### src/rtl/ecrc_pkg.sv
package ecrc_pkg;

  localparam int DW = 32;
  localparam logic [DW-1:0] SEED = '1;

  typedef enum logic {ST_FLOW, ST_DIGEST} ecrc_state_t;

  // Mirror a polynomial so the register can shift toward bit 0.
  function automatic logic [DW-1:0] reflect32(input logic [DW-1:0] v);
    logic [DW-1:0] r;
    for (int i = 0; i < DW; i++) r[i] = v[DW-1-i];
    return r;
  endfunction

  // Fold one dword, bit 0 first, into a reflected CRC state.
  function automatic logic [DW-1:0] crc_fold(input logic [DW-1:0] state,
                                             input logic [DW-1:0] word,
                                             input logic [DW-1:0] poly_r);
    logic [DW-1:0] c;
    logic          fb;
    c = state;
    for (int i = 0; i < DW; i++) begin
      fb = c[0] ^ word[i];
      c  = c >> 1;
      if (fb) c = c ^ poly_r;
    end
    return c;
  endfunction

endpackage

### src/rtl/ecrc_hdr_prep.sv
module ecrc_hdr_prep #(
  parameter int TYPE0_BIT = 0,
  parameter int EP_BIT    = 22,
  parameter int TD_BIT    = 23
) (
  input  logic [ecrc_pkg::DW-1:0] raw,
  input  logic                    first,
  input  logic                    gen,
  output logic [ecrc_pkg::DW-1:0] hash_word,
  output logic [ecrc_pkg::DW-1:0] emit_word
);
  always_comb begin
    hash_word = raw;
    emit_word = raw;
    if (first) begin
      hash_word[TYPE0_BIT] = 1'b1;
      hash_word[EP_BIT]    = 1'b1;
      if (gen) begin
        hash_word[TD_BIT] = 1'b1;
        emit_word[TD_BIT] = 1'b1;
      end
    end
  end
endmodule

### src/rtl/ecrc_accum.sv
module ecrc_accum #(
  parameter logic [ecrc_pkg::DW-1:0] POLY = 32'h04C11DB7
) (
  input  logic                    clk,
  input  logic                    rst_n,
  input  logic                    upd,
  input  logic                    restart,
  input  logic [ecrc_pkg::DW-1:0] word,
  output logic [ecrc_pkg::DW-1:0] crc_q
);
  localparam logic [ecrc_pkg::DW-1:0] POLY_R = ecrc_pkg::reflect32(POLY);

  logic [ecrc_pkg::DW-1:0] crc_nxt;

  always_comb
    crc_nxt = ecrc_pkg::crc_fold(restart ? ecrc_pkg::SEED : crc_q, word, POLY_R);

  always_ff @(posedge clk or negedge rst_n) begin
    if (!rst_n)   crc_q <= ecrc_pkg::SEED;
    else if (upd) crc_q <= crc_nxt;
  end

  // without an update the running code is frozen
  p_crc_hold_r8: assert property (@(posedge clk) disable iff (!rst_n)
    !upd |=> $stable(crc_q));
endmodule

### src/rtl/ecrc_engine.sv
module ecrc_engine #(
  parameter int TYPE0_BIT = 0,
  parameter int EP_BIT    = 22,
  parameter int TD_BIT    = 23,
  parameter logic [31:0] POLY = 32'h04C11DB7
) (
  input  logic        clk,
  input  logic        rst_n,
  input  logic        mode_chk,
  input  logic        in_valid,
  output logic        in_ready,
  input  logic [31:0] in_data,
  input  logic        in_sop,
  input  logic        in_eop,
  output logic        out_valid,
  input  logic        out_ready,
  output logic [31:0] out_data,
  output logic        out_sop,
  output logic        out_eop,
  output logic        done,
  output logic        crc_err
);
  import ecrc_pkg::*;

  ecrc_state_t   st_q;
  logic          mode_q, td_q;
  logic          chk_now, td_now, acc, flow, upd, digest_bad;
  logic [DW-1:0] hash_word, emit_word, crc_q;

  assign flow     = (st_q == ST_FLOW);
  assign chk_now  = in_sop ? mode_chk : mode_q;
  assign td_now   = in_sop ? in_data[TD_BIT] : td_q;
  assign in_ready = flow && out_ready;
  assign acc      = in_valid && in_ready;
  // the received digest of a check-mode packet is kept out of the code
  assign upd      = acc && !(chk_now && td_now && in_eop && !in_sop);

  ecrc_hdr_prep #(.TYPE0_BIT(TYPE0_BIT), .EP_BIT(EP_BIT), .TD_BIT(TD_BIT)) u_prep (
    .raw(in_data), .first(in_sop), .gen(!chk_now),
    .hash_word(hash_word), .emit_word(emit_word)
  );

  ecrc_accum #(.POLY(POLY)) u_acc (
    .clk(clk), .rst_n(rst_n), .upd(upd), .restart(in_sop),
    .word(hash_word), .crc_q(crc_q)
  );

  assign digest_bad = (in_data != ~crc_q);

  assign out_valid = flow ? in_valid : 1'b1;
  assign out_data  = flow ? emit_word : ~crc_q;
  assign out_sop   = flow && in_sop;
  assign out_eop   = flow ? (in_eop && chk_now) : 1'b1;

  always_ff @(posedge clk or negedge rst_n) begin
    if (!rst_n) begin
      st_q    <= ST_FLOW;
      mode_q  <= 1'b0;
      td_q    <= 1'b0;
      done    <= 1'b0;
      crc_err <= 1'b0;
    end else begin
      if (acc && in_sop) begin
        mode_q <= mode_chk;
        td_q   <= in_data[TD_BIT];
      end
      if (flow && acc && in_eop && !chk_now) st_q <= ST_DIGEST;
      else if (!flow && out_ready)           st_q <= ST_FLOW;
      done    <= (acc && in_eop && chk_now) || (!flow && out_ready);
      crc_err <= acc && in_eop && chk_now && td_now && !in_sop && digest_bad;
    end
  end

  // an error report always comes with the completion pulse
  p_err_needs_done_r7: assert property (@(posedge clk) disable iff (!rst_n)
    crc_err |-> done);
  // taking the digest completes the packet one cycle later
  p_digest_done_r7: assert property (@(posedge clk) disable iff (!rst_n)
    (!flow && out_ready) |=> done);
  // a stalled sink stalls the source
  p_bp_blocks_input_r8: assert property (@(posedge clk) disable iff (!rst_n)
    !out_ready |-> !in_ready);
  // a pending digest stays offered and unchanged
  p_digest_held_r8: assert property (@(posedge clk) disable iff (!rst_n)
    (!flow && !out_ready) |=> (out_valid && $stable(out_data)));
  // packets without a digest never report a mismatch
  p_plain_no_err_r6: assert property (@(posedge clk) disable iff (!rst_n)
    (acc && in_eop && chk_now && !td_now) |=> !crc_err);
  // generated packets announce the digest in their header
  p_gen_sets_td_r4: assert property (@(posedge clk) disable iff (!rst_n)
    (out_valid && out_sop && !chk_now) |-> out_data[TD_BIT]);
endmodule

### config.mk
export PLATFORM = sky130hd
export DESIGN_NAME = ecrc_engine
export DESIGN_NICKNAME = d
export VERILOG_FILES = /design/src/rtl/ecrc_pkg.sv /design/src/rtl/ecrc_hdr_prep.sv /design/src/rtl/ecrc_accum.sv /design/src/rtl/ecrc_engine.sv
export SDC_FILE = /design/constraint.sdc
export NUM_CORES = 1
export LEC_CHECK = 0
export BUFFER_PORTS_ARGS = -buffer_cell sky130_fd_sc_hd__buf_2
export CAP_MARGIN = 20
export CELL_PAD_IN_SITES_DETAIL_PLACEMENT = 1
export CELL_PAD_IN_SITES_GLOBAL_PLACEMENT = 2
export CORE_ASPECT_RATIO = 0.7
export CORE_MARGIN = 3
export CORE_UTILIZATION = 30
export CTS_BUF_LIST = sky130_fd_sc_hd__clkbuf_16
export CTS_CLUSTER_SIZE = 25
export DETAILED_ROUTE_END_ITERATION = 6
export PLACE_DENSITY = 0.72
export SLEW_MARGIN = 20
export SYNTH_ARGS = -nofsm -noshare
export SYNTH_HDL_FRONTEND = slang
export SYNTH_SLANG_ARGS = --single-unit
### constraint.sdc
create_clock -name clk -period 4.85 [get_ports clk]
set_input_delay 0.485 -clock clk [delete_from_list [all_inputs] [get_ports clk]]
set_output_delay 0.485 -clock clk [all_outputs]
set_load 0.05 [all_outputs]
==> results of run 1 <==
-- metal layers --
| layer | global-route usage | vias to the layer above |
|---|---|---|
| met1 | 0.304 | 2161 |
| met4 | 0.0194 | 0 |
| met3 | 0.0356 | 9 |
| li1 | - | 2038 |
| met2 | 0.266 | 119 |
| met5 | 0 | - |
-- worst max-delay path by stage --
| stage | to | startpoint | cells past startpoint |
|---|---|---|---|
| after global routing | u_acc.crc_q[16] | u_acc.crc_q[4] | 10 |
| after CTS | u_acc.crc_q[16] | u_acc.crc_q[1] | 10 |
| after floorplan | u_acc.crc_q[19] | u_acc.crc_q[3] | 11 |
| after detailed placement | u_acc.crc_q[16] | in_sop | 12 |
| after global placement | u_acc.crc_q[16] | in_sop | 12 |
| final | u_acc.crc_q[16] | u_acc.crc_q[3] | 11 |
-- cell type report --
cell class	instances	area [um^2]
timing repair buffer	92	500
multi-input combinational	511	5020
fill	2312	13000
sequential	37	966
inverter	5	18.8
tap	270	338
clock buffer	5	125
clock inverter	3	42.5
-- worst register-to-register path, cell delays in order (launching register included) --
cell,delay (ps)
dfstp_2,630
buf_4,210
xnor2_1,140
nor2_2,270
xnor3_1,440
xnor3_1,520
xor2_1,580
xor3_2,490
xor2_1,520
xnor2_1,250
xnor3_1,290
o21ai_0,170
-- cells by family after synthesis --
| logic type | count (synthesis) | share of synthesized area |
|---|---|---|
| compound gates | 58 | 0.0482 |
| xor+xnor | 327 | 0.661 |
| buf+inv | 37 | 0.0320 |
| flops | 37 | 0.156 |
| mux | 13 | 0.0229 |
| simple gates | 113 | 0.0798 |
-- through the flow --
| step | std cells | area [um^2] |
|---|---|---|
| after floorplan | 585 | 6180 |
| after global routing | 923 | 7010 |
| after global placement | 915 | 6840 |
| final | 923 | 7010 |
| after detailed placement | 915 | 6840 |
| after CTS | 923 | 7010 |
-- state kept, by name, indices dropped and copies added (netlist names) --
signal and flops:
td_q 1, u_acc.crc_q 32, done 1, mode_q 1, crc_err 1, st_q 1
-- cell usage in the layout, fill, tap and decap left out, drive strengths merged, types with 4 or more instances in the layout --
cell type / netlist / layout
xor3: 8 / 8
xor2: 73 / 73
nor2b: 4 / 4
clkbuf: 16 / 5
mux2: 9 / 9
nor2: 37 / 37
buf: 16 / 92
xnor3: 61 / 61
nand2: 56 / 56
inv: 4 / 5
dfrtp: 5 / 5
dfstp: 32 / 32
nand4: 8 / 8
o21ai: 54 / 54
mux2i: 4 / 4
xnor2: 185 / 185
==> flow_summary.json, run 1 <==
{
  "routed_wl_um": 21000,
  "tightest_slew_ps": 911,
  "cap_violations": 0,
  "fp.dieW_um": 177,
  "gpl.final_weighted_congestion": 0.894,
  "n_antenna_cell": 0,
  "drive_gt1_frac": 0.271,
  "synthCells": 585,
  "crit_top_cell": "xnor3_1",
  "synth_cell_type_count": 39,
  "die_y_um": 126,
  "dr.pass1.iters": 5,
  "syn_area_um2": 6180,
  "synthTopCellsByArea": "xnor2_1 (24%), xnor3_1 (19%), dfstp_2 (14%)",
  "cp.arrival_ps": 4770,
  "hold_slack_ps": 354,
  "grtUsageTotal": 0.189,
  "cpMaxStageDelayCell": "dfstp_2",
  "hold_viol": 0,
  "yosysWarnings": 0,
  "r2r-start": "u_acc.crc_q[3]",
  "overflow": 0,
  "r2r_setup_slack_ps": 280,
  "place_ws_ps": 118,
  "drtIter0Drc": 271,
  "cts_htree_levels": 2,
  "io_pins": 77,
  "area_delta_synth_final_pct": 13.5,
  "clk_latency_ps": 290,
  "dr_wl_met3_um": 1400,
  "die-area_um2": 22400,
  "grt_max_degree": 62,
  "synth_edf_count": 0,
  "dr_wl_met2_um": 8540,
  "r2r_end": "u_acc.crc_q[16]",
  "tns_ps": 0,
  "vias": 4327,
  "yosys-top-cells-count": "xnor2_1 (167), xor2_1 (69), nand2_1 (56)",
  "drt-met1-wl_um": 10900,
  "rr_worst_depth": 11,
  "synth_area_leader_cell": "xnor2_1",
  "wire_per_inst_um": 22.7,
  "synth_flop_cell": "dfstp_2",
  "rsz0062_at_grt": "no",
  "finalSetupViolations": 0,
  "num_rows": 43,
  "nets": 691,
  "synth_seq_area_share": 0.156,
  "core_um2": 20000,
  "cts_setup_buffers": 0,
  "relSlewSlack": 0.393,
  "critPathTopFamily": "XOR/XNOR gates",
  "clk_pin_slew_ps": 70,
  "crit_fanout": 5,
  "fin_ws_ps": 278,
  "drv_slew": 0,
  "grt_pass1_vias": 4556,
  "port_buffers": 76,
  "avgSynthCellArea_um2": 10.6,
  "cts_resized": 0,
  "drc": 0,
  "synth_top_area_frac": 0.237,
  "highest-signal-layer": "met4",
  "startpoint_type": "flip-flop",
  "outcome": "completed",
  "cts_hold_buf": 0,
  "hpwlAfterDp_um": 17400,
  "path_cells": "buf_4 > xnor2_1 > nor2_2 > xnor3_1 > xnor3_1 > xor2_1 > xor3_2 > xor2_1 > xnor2_1 > xnor3_1 > o21ai_0",
  "grt_pass1_wl_um": 31000,
  "fmax_mhz": 219,
  "start_util": 0.309,
  "min_period_ps": 4570,
  "synth_fp_nets": 624,
  "ys_ff_latch": 37,
  "crit_type": "reg2reg",
  "numCtsBuffers": 5,
  "period_share": 0.943,
  "cts_tree": "done",
  "antenna_found_initial": 0,
  "path_buf_inv": 1,
  "ant_nets": 0,
  "root_buffer": "clkbuf_16",
  "skew_ps": 7.91,
  "synth_most_common_cell": "xnor2_1",
  "max_stage_delay_ps": 630,
  "async_reset_ff_frac": 1.00,
  "cts_sinks": 37,
  "endpoint_kind": "flip-flop",
  "cts.path.max_buffers": 2,
  "drt-vias-per-instance": 4.69,
  "worstHoldPathType": "in2async",
  "required_ps": 5050,
  "final_util": 0.350
}
Power of run 1 is left out: the tool's default activity adds up to more than one toggle a clock period on the data nets, which glitch-free logic cannot reach.
==> inputs of run 2 (changes only) <==
--- a/config.mk
+++ b/config.mk
@@ -15,6 +15,7 @@
 export CTS_BUF_LIST = sky130_fd_sc_hd__clkbuf_16
 export CTS_CLUSTER_SIZE = 25
 export DETAILED_ROUTE_END_ITERATION = 6
+export GPL_TIMING_DRIVEN = 0
 export PLACE_DENSITY = 0.72
 export SLEW_MARGIN = 20
 export SYNTH_ARGS = -nofsm -noshare
==> constraint.sdc (replaced) <==
create_clock -name clk -period 4.5 [get_ports clk]
set_input_delay 0.45 -clock clk [delete_from_list [all_inputs] [get_ports clk]]
set_output_delay 0.45 -clock clk [all_outputs]
set_load 0.05 [all_outputs]
==> run 2 against run 1 <==
Net effect: sequential cell count unchanged; sequential share of layout area decreased by 0.22 points; cell area increased by 1.6%; non-clock buffer count increased by 15; die area unchanged; routed wire length increased by 5.2%; clock-buffer cell count unchanged; critical path depth unchanged; first-iteration DRC count increased by 24%; via count increased by 4.5%; clock skew decreased by 1.7 ps; fmax increased by 4.4%.
==> flow_summary.json, run 2 (synthesized netlist as in run 1, its figures left out) <==
{
  "place_ws_ps": -128,
  "dr_wl_met2_um": 9200,
  "gpl.final_weighted_congestion": 0.921,
  "root_buffer": "clkbuf_16",
  "period_share": 0.973,
  "hold_viol": 0,
  "drt-vias-per-instance": 4.82,
  "drive_gt1_frac": 0.275,
  "antenna_found_initial": 0,
  "cts_tree": "done",
  "port_buffers": 69,
  "grt_max_degree": 38,
  "routed_wl_um": 22100,
  "overflow": 0,
  "drtIter0Drc": 336,
  "regMostFlops": "u_acc.crc_q",
  "outcome": "completed",
  "numCtsBuffers": 5,
  "endpoint_kind": "flip-flop",
  "io_pins": 77,
  "path_cells": "buf_4 > xor3_2 > nor2_1 > xnor3_2 > xor3_1 > xnor3_1 > xnor2_4 > xnor2_4 > xnor3_2 > xnor2_1 > o21ai_1",
  "tightest_slew_ps": 858,
  "max_stage_delay_ps": 600,
  "fmax_mhz": 228,
  "n_antenna_cell": 0,
  "grtUsageTotal": 0.196,
  "die_y_um": 126,
  "area_delta_synth_final_pct": 15.4,
  "die-area_um2": 22400,
  "grt_pass1_vias": 4677,
  "mostFrequentLayoutCells": "xnor2_1 (163), buf_2 (74), xor2_1 (67)",
  "cap_violations": 0,
  "ant_nets": 0,
  "startpoint_type": "flip-flop",
  "fillers": 2329,
  "wire_per_inst_um": 23.5,
  "num_rows": 43,
  "final_common_cell": "xnor2_1",
  "min_period_ps": 4380,
  "skew_ps": 6.21,
  "relSlewSlack": 0.428,
  "cts_htree_levels": 2,
  "drv_slew": 0,
  "grt_pass1_wl_um": 32300,
  "required_ps": 4700,
  "fin_ws_ps": 122,
  "vias": 4522,
  "cpMaxStageDelayCell": "xor3_2",
  "clk_latency_ps": 290,
  "rsz0062_at_grt": "no",
  "dr.pass1.iters": 5,
  "crit_type": "reg2reg",
  "cp.arrival_ps": 4570,
  "finalSetupViolations": 0,
  "cts_sinks": 37,
  "drt-met1-wl_um": 11400,
  "nets": 706,
  "crit_fanout": 9,
  "drc": 0,
  "clk_pin_slew_ps": 60,
  "core_um2": 20000,
  "worstHoldPathType": "in2async",
  "dr_wl_met3_um": 1270,
  "tns_ps": 0,
  "highest-signal-layer": "met4",
  "start_util": 0.309,
  "largest_reg_flops": 32,
  "fp.dieW_um": 177,
  "hpwlAfterDp_um": 17900,
  "cts.path.max_buffers": 2
}
==> run 2: cell count changes in the layout (fill, tap and decap cells not counted), moves of 2 or more <==
cell      delta
xnor2_2      +3
buf_2        -2
xor2_1       -2
xnor2_1      -4
buf_6        +3
clkbuf_1    +15
==> run 2: worst max-delay path: cells and delay by family, from the launching register on <==
family	cells	cell delay, ps
xor+xnor	8	3290
flops	1	520
buf+inv	1	230
simple gates	1	160
compound gates	1	80
==> run 2: area by class of cell <==
type	count	area, um^2	area share
clock inverters	3	22.5	0.00316
plain buffers	31	175	0.0246
well taps	270	338	0.0474
inverters	5	18.8	0.00263
multi-input cells	511	5080	0.713
flip-flops and latches	37	966	0.136
clock buffers	5	125	0.0176
repair buffers	76	398	0.0558
==> run 2: final timing paths <==
kind / to / startpoint / depth (start not counted) / slack, ps
max reg2reg: u_acc.crc_q[26] / u_acc.crc_q[1] / 11 / 120
min: mode_q / rst_n / 1 / 290
min reg2reg: u_acc.crc_q[7] / u_acc.crc_q[7] / 2 / 500
max in group asynchronous: crc_err / rst_n / 1 / 3690
min in group clk: st_q / out_ready / 2 / 420
max: u_acc.crc_q[26] / u_acc.crc_q[1] / 11 / 120
==> run 2: what timing repair did <==
action | in CTS | in global routing
pin swaps | 2 | 2
hold buffers | 0 | 0
gates cloned | 0 | 0
setup buffers | 3 | 4
gates resized for setup | 2 | 7
setup endpoints to repair | 7 | 13
==> run 2: metrics by stage <==
step	hold slack, ps	instance area (um^2)	instances	utilization
2_1_floorplan	154	6180	585	-
3_3_place_gp	480	6860	924	0.343
3_5_place_dp	498	6860	924	0.343
4_1_cts	306	7040	935	0.352
5_1_grt	342	7120	938	0.356
6_report	285	7120	938	0.356
==> run 2: metal layers <==
metal	vias up	GRT usage
met2	142	0.284
met4	0	0.0222
met3	14	0.0211
met1	2304	0.319
met5	-	0
li1	2062	-
Power of run 2 is left out for the same reason.
